### src/rtl/cfc_pkg.sv
package cfc_pkg;
    typedef enum logic [1:0] {
        ST_ACTIVE  = 2'd0,
        ST_PASSIVE = 2'd1,
        ST_BUSOFF  = 2'd2
    } fc_state_t;
endpackage

### src/rtl/cfc_tx_count.sv
module cfc_tx_count #(
    parameter int W    = 9,
    parameter int STEP = 8
) (
    input  logic         clk,
    input  logic         rst_n,
    input  logic         freeze,
    input  logic         clear,
    input  logic         err,
    input  logic         ok,
    output logic [W-1:0] cnt,
    output logic [W-1:0] cnt_nxt
);
    localparam logic [W-1:0] MAX_V  = '1;
    localparam logic [W-1:0] STEP_V = W'(STEP);

    always_comb begin
        cnt_nxt = cnt;
        if (clear) begin
            cnt_nxt = '0;
        end else if (!freeze) begin
            if (err) begin
                cnt_nxt = (cnt > MAX_V - STEP_V) ? MAX_V : cnt + STEP_V;
            end else if (ok && cnt != '0) begin
                cnt_nxt = cnt - 1'b1;
            end
        end
    end

    always_ff @(posedge clk) begin
        if (!rst_n) cnt <= '0;
        else        cnt <= cnt_nxt;
    end

    AST_TEC_NO_UNDERFLOW: assert property (@(posedge clk) disable iff (!rst_n)
        (!freeze && !clear && ok && !err && cnt == '0) |=> cnt == '0);
    AST_TEC_ERR_STEP: assert property (@(posedge clk) disable iff (!rst_n)
        (!freeze && !clear && err && cnt <= MAX_V - STEP_V) |=> cnt == $past(cnt) + STEP_V);
endmodule

### src/rtl/cfc_rx_count.sv
module cfc_rx_count #(
    parameter int W          = 8,
    parameter int BIG        = 8,
    parameter int SMALL      = 1,
    parameter int SNAP_ABOVE = 128,
    parameter int SNAP_TO    = 120
) (
    input  logic         clk,
    input  logic         rst_n,
    input  logic         freeze,
    input  logic         clear,
    input  logic         err_big,
    input  logic         err_small,
    input  logic         ok,
    output logic [W-1:0] cnt,
    output logic [W-1:0] cnt_nxt
);
    localparam logic [W-1:0] MAX_V   = '1;
    localparam logic [W-1:0] BIG_V   = W'(BIG);
    localparam logic [W-1:0] SMALL_V = W'(SMALL);
    localparam logic [W-1:0] ABOVE_V = W'(SNAP_ABOVE);
    localparam logic [W-1:0] SNAP_V  = W'(SNAP_TO);

    always_comb begin
        cnt_nxt = cnt;
        if (clear) begin
            cnt_nxt = '0;
        end else if (!freeze) begin
            if (err_big) begin
                cnt_nxt = (cnt > MAX_V - BIG_V) ? MAX_V : cnt + BIG_V;
            end else if (err_small) begin
                cnt_nxt = (cnt > MAX_V - SMALL_V) ? MAX_V : cnt + SMALL_V;
            end else if (ok) begin
                if (cnt > ABOVE_V)     cnt_nxt = SNAP_V;
                else if (cnt != '0)    cnt_nxt = cnt - 1'b1;
            end
        end
    end

    always_ff @(posedge clk) begin
        if (!rst_n) cnt <= '0;
        else        cnt <= cnt_nxt;
    end

    AST_REC_SNAP: assert property (@(posedge clk) disable iff (!rst_n)
        (!freeze && !clear && ok && !err_big && !err_small && cnt > ABOVE_V) |=> cnt == SNAP_V);
    AST_REC_NO_WRAP: assert property (@(posedge clk) disable iff (!rst_n)
        (!freeze && !clear && (err_big || err_small)) |=> cnt >= $past(cnt));
endmodule

### src/rtl/cfc_state_fsm.sv
module cfc_state_fsm
    import cfc_pkg::*;
#(
    parameter int TW            = 9,
    parameter int RW            = 8,
    parameter int PASSIVE_LIMIT = 127,
    parameter int BUSOFF_LIMIT  = 255
) (
    input  logic          clk,
    input  logic          rst_n,
    input  logic          recover,
    input  logic [TW-1:0] tec_cur,
    input  logic [RW-1:0] rec_cur,
    input  logic [TW-1:0] tec_nxt,
    input  logic [RW-1:0] rec_nxt,
    output logic          err_active,
    output logic          err_passive,
    output logic          bus_off
);
    localparam logic [TW-1:0] T_PAS_V = TW'(PASSIVE_LIMIT);
    localparam logic [RW-1:0] R_PAS_V = RW'(PASSIVE_LIMIT);
    localparam logic [TW-1:0] T_OFF_V = TW'(BUSOFF_LIMIT);

    fc_state_t state_q, state_d;

    always_comb begin
        state_d = state_q;
        unique case (state_q)
            ST_BUSOFF: begin
                if (recover) state_d = ST_ACTIVE;                   // recover
            end
            ST_ACTIVE, ST_PASSIVE: begin
                if (tec_nxt > T_OFF_V)
                    state_d = ST_BUSOFF;                            // go_busoff
                else if (tec_nxt > T_PAS_V || rec_nxt > R_PAS_V)
                    state_d = ST_PASSIVE;                           // go_passive
                else
                    state_d = ST_ACTIVE;                            // go_active
            end
            default: state_d = ST_ACTIVE;
        endcase
    end

    always_ff @(posedge clk) begin
        if (!rst_n) state_q <= ST_ACTIVE;
        else        state_q <= state_d;
    end

    always_comb begin
        err_active  = 1'b0;
        err_passive = 1'b0;
        bus_off     = 1'b0;
        unique case (state_q)
            ST_ACTIVE:  err_active  = 1'b1;
            ST_PASSIVE: err_passive = 1'b1;
            ST_BUSOFF:  bus_off     = 1'b1;
            default:    err_active  = 1'b1;
        endcase
    end

    AST_PASSIVE_MEANS_HIGH: assert property (@(posedge clk) disable iff (!rst_n)
        err_passive |-> (tec_cur > T_PAS_V || rec_cur > R_PAS_V));
    AST_ACTIVE_MEANS_LOW: assert property (@(posedge clk) disable iff (!rst_n)
        err_active |-> (tec_cur <= T_PAS_V && rec_cur <= R_PAS_V));
    AST_BUSOFF_STICKY: assert property (@(posedge clk) disable iff (!rst_n)
        (bus_off && !recover) |=> bus_off);
    AST_RECOVER_ACTIVE: assert property (@(posedge clk) disable iff (!rst_n)
        (bus_off && recover) |=> err_active);
endmodule

### src/rtl/can_fault_conf.sv
module can_fault_conf #(
    parameter int TEC_W         = 9,
    parameter int REC_W         = 8,
    parameter int TX_ERR_STEP   = 8,
    parameter int RX_BIG_STEP   = 8,
    parameter int RX_SMALL_STEP = 1,
    parameter int SNAP_ABOVE    = 128,
    parameter int SNAP_TO       = 120,
    parameter int PASSIVE_LIMIT = 127,
    parameter int BUSOFF_LIMIT  = 255,
    parameter int LOW_W         = 8
) (
    input  logic             clk,
    input  logic             rst_n,
    input  logic             rx_err_small,
    input  logic             rx_err_big,
    input  logic             rx_ok,
    input  logic             tx_err,
    input  logic             tx_ok,
    input  logic             recover,
    output logic [TEC_W-1:0] tec,
    output logic [REC_W-1:0] rec,
    output logic             err_active,
    output logic             err_passive,
    output logic             bus_off,
    output logic [LOW_W-1:0] tec_low,
    output logic [LOW_W-1:0] rec_low
);
    logic [TEC_W-1:0] tec_nxt;
    logic [REC_W-1:0] rec_nxt;
    logic             do_clear;

    assign do_clear = bus_off & recover;

    cfc_tx_count #(.W(TEC_W), .STEP(TX_ERR_STEP)) u_tx (
        .clk(clk), .rst_n(rst_n), .freeze(bus_off), .clear(do_clear),
        .err(tx_err), .ok(tx_ok), .cnt(tec), .cnt_nxt(tec_nxt)
    );

    cfc_rx_count #(.W(REC_W), .BIG(RX_BIG_STEP), .SMALL(RX_SMALL_STEP),
                   .SNAP_ABOVE(SNAP_ABOVE), .SNAP_TO(SNAP_TO)) u_rx (
        .clk(clk), .rst_n(rst_n), .freeze(bus_off), .clear(do_clear),
        .err_big(rx_err_big), .err_small(rx_err_small), .ok(rx_ok),
        .cnt(rec), .cnt_nxt(rec_nxt)
    );

    cfc_state_fsm #(.TW(TEC_W), .RW(REC_W), .PASSIVE_LIMIT(PASSIVE_LIMIT),
                    .BUSOFF_LIMIT(BUSOFF_LIMIT)) u_fsm (
        .clk(clk), .rst_n(rst_n), .recover(recover),
        .tec_cur(tec), .rec_cur(rec), .tec_nxt(tec_nxt), .rec_nxt(rec_nxt),
        .err_active(err_active), .err_passive(err_passive), .bus_off(bus_off)
    );

    assign tec_low = tec[LOW_W-1:0];
    assign rec_low = LOW_W'(rec);

    AST_BUSOFF_FREEZE: assert property (@(posedge clk) disable iff (!rst_n)
        (bus_off && !recover) |=> ($stable(tec) && $stable(rec)));
    AST_RECOVER_CLEARS: assert property (@(posedge clk) disable iff (!rst_n)
        (bus_off && recover) |=> (tec == '0 && rec == '0));
endmodule

### config.mk
export PLATFORM = sky130hd
export DESIGN_NAME = can_fault_conf
export DESIGN_NICKNAME = d
export VERILOG_FILES = /design/src/rtl/cfc_pkg.sv /design/src/rtl/cfc_tx_count.sv /design/src/rtl/cfc_rx_count.sv /design/src/rtl/cfc_state_fsm.sv /design/src/rtl/can_fault_conf.sv
export SDC_FILE = /design/constraint.sdc
export NUM_CORES = 1
export LEC_CHECK = 0
export CELL_PAD_IN_SITES_DETAIL_PLACEMENT = 0
export CELL_PAD_IN_SITES_GLOBAL_PLACEMENT = 2
export CORE_MARGIN = 5
export CORE_UTILIZATION = 31
export DETAILED_ROUTE_END_ITERATION = 16
export PLACE_DENSITY = 0.95
export SYNTH_ARGS = -nofsm -noshare
export SYNTH_HDL_FRONTEND = slang
export SYNTH_SLANG_ARGS = --single-unit
export TNS_END_PERCENT = 20
### constraint.sdc
create_clock -name clk -period 4.5 [get_ports clk]
set_clock_uncertainty 0.1 [all_clocks]
set_input_delay 0.675 -clock clk [delete_from_list [all_inputs] [get_ports clk]]
set_output_delay 0.675 -clock clk [all_outputs]
set_load 0.05 [all_outputs]
==> summary.txt <==
Status
  • Status: finished, final reports clean

Min path
  • Worst hold path stage count: 2
  • Worst hold path class: register to register

Clocking
  • Clock Tree Root: clkbuf_8
  • CTS sink cnt: 19
  • Clock latency at the later pin of the worst-skew pair: 0.26 ns
  • # hold bufs at CTS: 0
  • Num CTS Buffers: 3
  • CTS tree: done
  • Max H-tree Level: 1
  • Post-CTS resize count: 0
  • Clock Path Buffers: 2
  • Clk slew on worst S/H paths: 0.08 ns
  • Post-CTS setup buffer count: 0

Critical path
  • Worst Path Buf+Inv: 2
  • Crit path DAT: 2.06 ns
  • Max FO, Critical Path: 13
  • CP max-delay cell: clkdlybuf4s50_1
  • WS Path Type: register to output pin
  • Worst R2R Setup Slack: 1.92 ns
  • Crit path required time: 3.72 ns
  • Setup crit start kind: register
  • CP peak stage delay: 0.91 ns
  • R2R cell count: 8
  • Crit-path leading delay family: buffers and inverters
  • Crit-path cells: inv_1 -> ha_1 -> clkdlybuf4s50_1
  • CP Capture Type: output pin
  • Critical path depth in cells: 3

Synthesis
  • Synth Warn #: 0
  • Post-synth cell types: 55
  • Post-synth top area cell: dfxtp_1
  • Synthesized area per cell: 7.37 sq um
  • Syn Std Cell Area: 2000 sq um
  • Yosys top cell area share: 19.0%
  • Post-synth top cells: nand2_1, o21ai_0, dfxtp_1
  • Mux contribution to synthesized area: 1.00%
  • Synth area leaders: dfxtp_1, ha_1, buf_4
  • Count leader, synth: nand2_1
  • Syn Nets: 294
  • Post-synth EDFFs: 0
  • Area fraction in compound gates after synthesis: 30.5%
  • Cell count after synthesis: 271
  • Adder-cell share of the synthesized area: 10.9%
  • Simple-gate portion of the synthesized area: 24.7%
  • Post-synthesis sequential area ratio: 19.0%
  • Ys flop type: dfxtp_1
  • Async set-reset flop share out of synthesis: 0%
  • Synth Area in XOR/XNOR: 1.31%
  • Combinational family with the most area after synthesis: compound AO/OA/AOI/OAI gates
  • Seq cells post-synth: 19

Power and ir drop
  • VDD IR max: 0.168 mV
  • Internal power: 383 uW
  • Sw Ratio: 46.7%
  • Flop pwr share: 32.7%
  • P_leak: 0.858 nW
  • Combinational fraction of design power: 49.7%
  • Clock power share: 17.6%
  • Cell Pwr Density: 301 nW/um^2
  • Psw: 335 uW
  • Total chip power: 717 uW

Detailed routing
  • DRT Pass-1 Iters: 4
  • DRT iter0 DRCs: 138
  • DR DRC count: 0
  • WL per Instance: 16.0 microns
  • Final WL: 5790 microns
  • Vias: 2079
  • Antenna Nets Post-Route: 0
  • Via/cell ratio: 5.74

GRT
  • Largest net degree at the start of global routing: 18
  • Vias in the first global route: 1963
  • Total GRT Usage: 13.8%
  • GRT Residual Overflow: 0
  • First-pass GRT wire length: 9730 microns
  • Initial antenna violation count: 0

Die
  • Core box area: 6310 sq um
  • Die X: 90.3 microns
  • Starting Density: 31.6%
  • DIE AREA: 8150 sq um
  • Die Y: 90.3 microns
  • Cell Rows: 29
  • I/O pin count: 44

Timing
  • F_max: 352 MHz
  • WHS: 0.425 ns
  • Max-slew violations: 0
  • Setup ws final: 1.66 ns
  • Worst slew margin: 45.7%
  • Tmin final: 2.84 ns
  • Fin Setup TNS: 0 ns
  • Finish-stage setup viols: 0
  • Least-Margin Pin Slew: 0.812 ns
  • Unrepaired setup endpoints after global routing: no
  • Final worst path period share: 63.0%
  • Hold violation count in the final report: 0

Placed design
  • DP HPWL: 4140 microns
  • # placed instances: 358
  • GPL Wtd Cong: 0.848
  • Pre-CTS WS: 1.89 ns
  • Placed cell area: 2340 sq um
  • Port bufs: 43

Layout
  • Fillers: 670
  • # diodes: 0
  • Non-Filler Instances: 362
  • Final Core Density: 37.7%
  • Synthesis-to-layout area growth: 19.2%
  • Multi-input gate area: 1370 sq um
  • Layout cells sized above 1: 3.86%
  • Design Area, Final: 2380 sq um
  • Final net count: 309
  • Reg area: 380 sq um

Run
  • Max Cap Viol: 0
## cells in the final DEF, fill, tap and decap left out, types with 3 or more instances in the layout
cell type,netlist,final
a32o_1,3,3
o31ai_1,5,5
nor3_1,6,6
a21oi_1,15,15
a21boi_0,4,4
a221oi_1,4,4
inv_1,17,17
nand4_1,3,3
nand3_1,10,10
a211oi_1,3,3
nor3b_1,3,3
a31oi_1,5,5
ha_1,15,15
nor2_1,17,17
clkdlybuf4s50_1,0,43
maj3_1,3,3
and3_1,4,4
dfxtp_1,19,19
clkbuf_8,0,3
nand2_1,22,22
xnor2_1,3,3
and2_1,6,6
a31o_2,3,3
o21ai_0,21,21
## metal layers
layer  GRT usage [%]  part of all wire, %  up-vias
met5               0                    0        -
met4            4.22                  1.2        0
met3            2.33                  6.9        7
met2            21.5                   45       77
met1            19.4                   47      983
li1                -                    -     1012
## worst register-to-register path: stages, from the launching register on
cell and delay, ns:
dfxtp_1 0.41, inv_1 0.12, ha_1 0.21, or4b_1 0.58, o41a_1 0.50, and3_1 0.22, mux2i_1 0.11, o22ai_1 0.13
o21ai_1 0.08
## flip-flops by register name (all words and copies together), names as in the netlist
signal	cells
u_tx.cnt	9
u_rx.cnt	8
u_fsm.state_q	2
## cell families (layout without fill, tap and decap cells)
family,count (synthesis),after routing
mux,2,2
compound gates,88,88
buf+inv,50,64
fa+ha+maj,18,18
simple gates,91,91
xor+xnor,3,3
flops,19,19
## power by group through the flow
stage / clock network [mW] / registers (mW) / logic, mW
floorplan: 0 / 0.266 / 0.241
global placement: 0 / 0.238 / 0.355
detailed placement: 0 / 0.239 / 0.355
CTS: 0.130 / 0.235 / 0.357
global route: 0.137 / 0.240 / 0.382
finish: 0.126 / 0.235 / 0.357
## path summary, 6_finish.rpt
kind                                                    start                       endpoint
worst max-delay path            u_fsm.state_q[0]$_SDFFE_PN0P_                        bus_off
worst min-delay path            u_fsm.state_q[0]$_SDFFE_PN0P_  u_fsm.state_q[0]$_SDFFE_PN0P_
worst max register to register         u_tx.cnt[0]$_SDFF_PN0_         u_tx.cnt[5]$_SDFF_PN0_
worst min register to register  u_fsm.state_q[0]$_SDFFE_PN0P_  u_fsm.state_q[0]$_SDFFE_PN0P_
## area by class of cell
cell class	count	area share, %
multi-input combinational	202	57.4
timing repair buffer	43	18.1
sequential	19	16.0
tap	77	4.04
inverter	17	2.68
clock buffer	4	1.89
(Power assumes the default switching activity.)
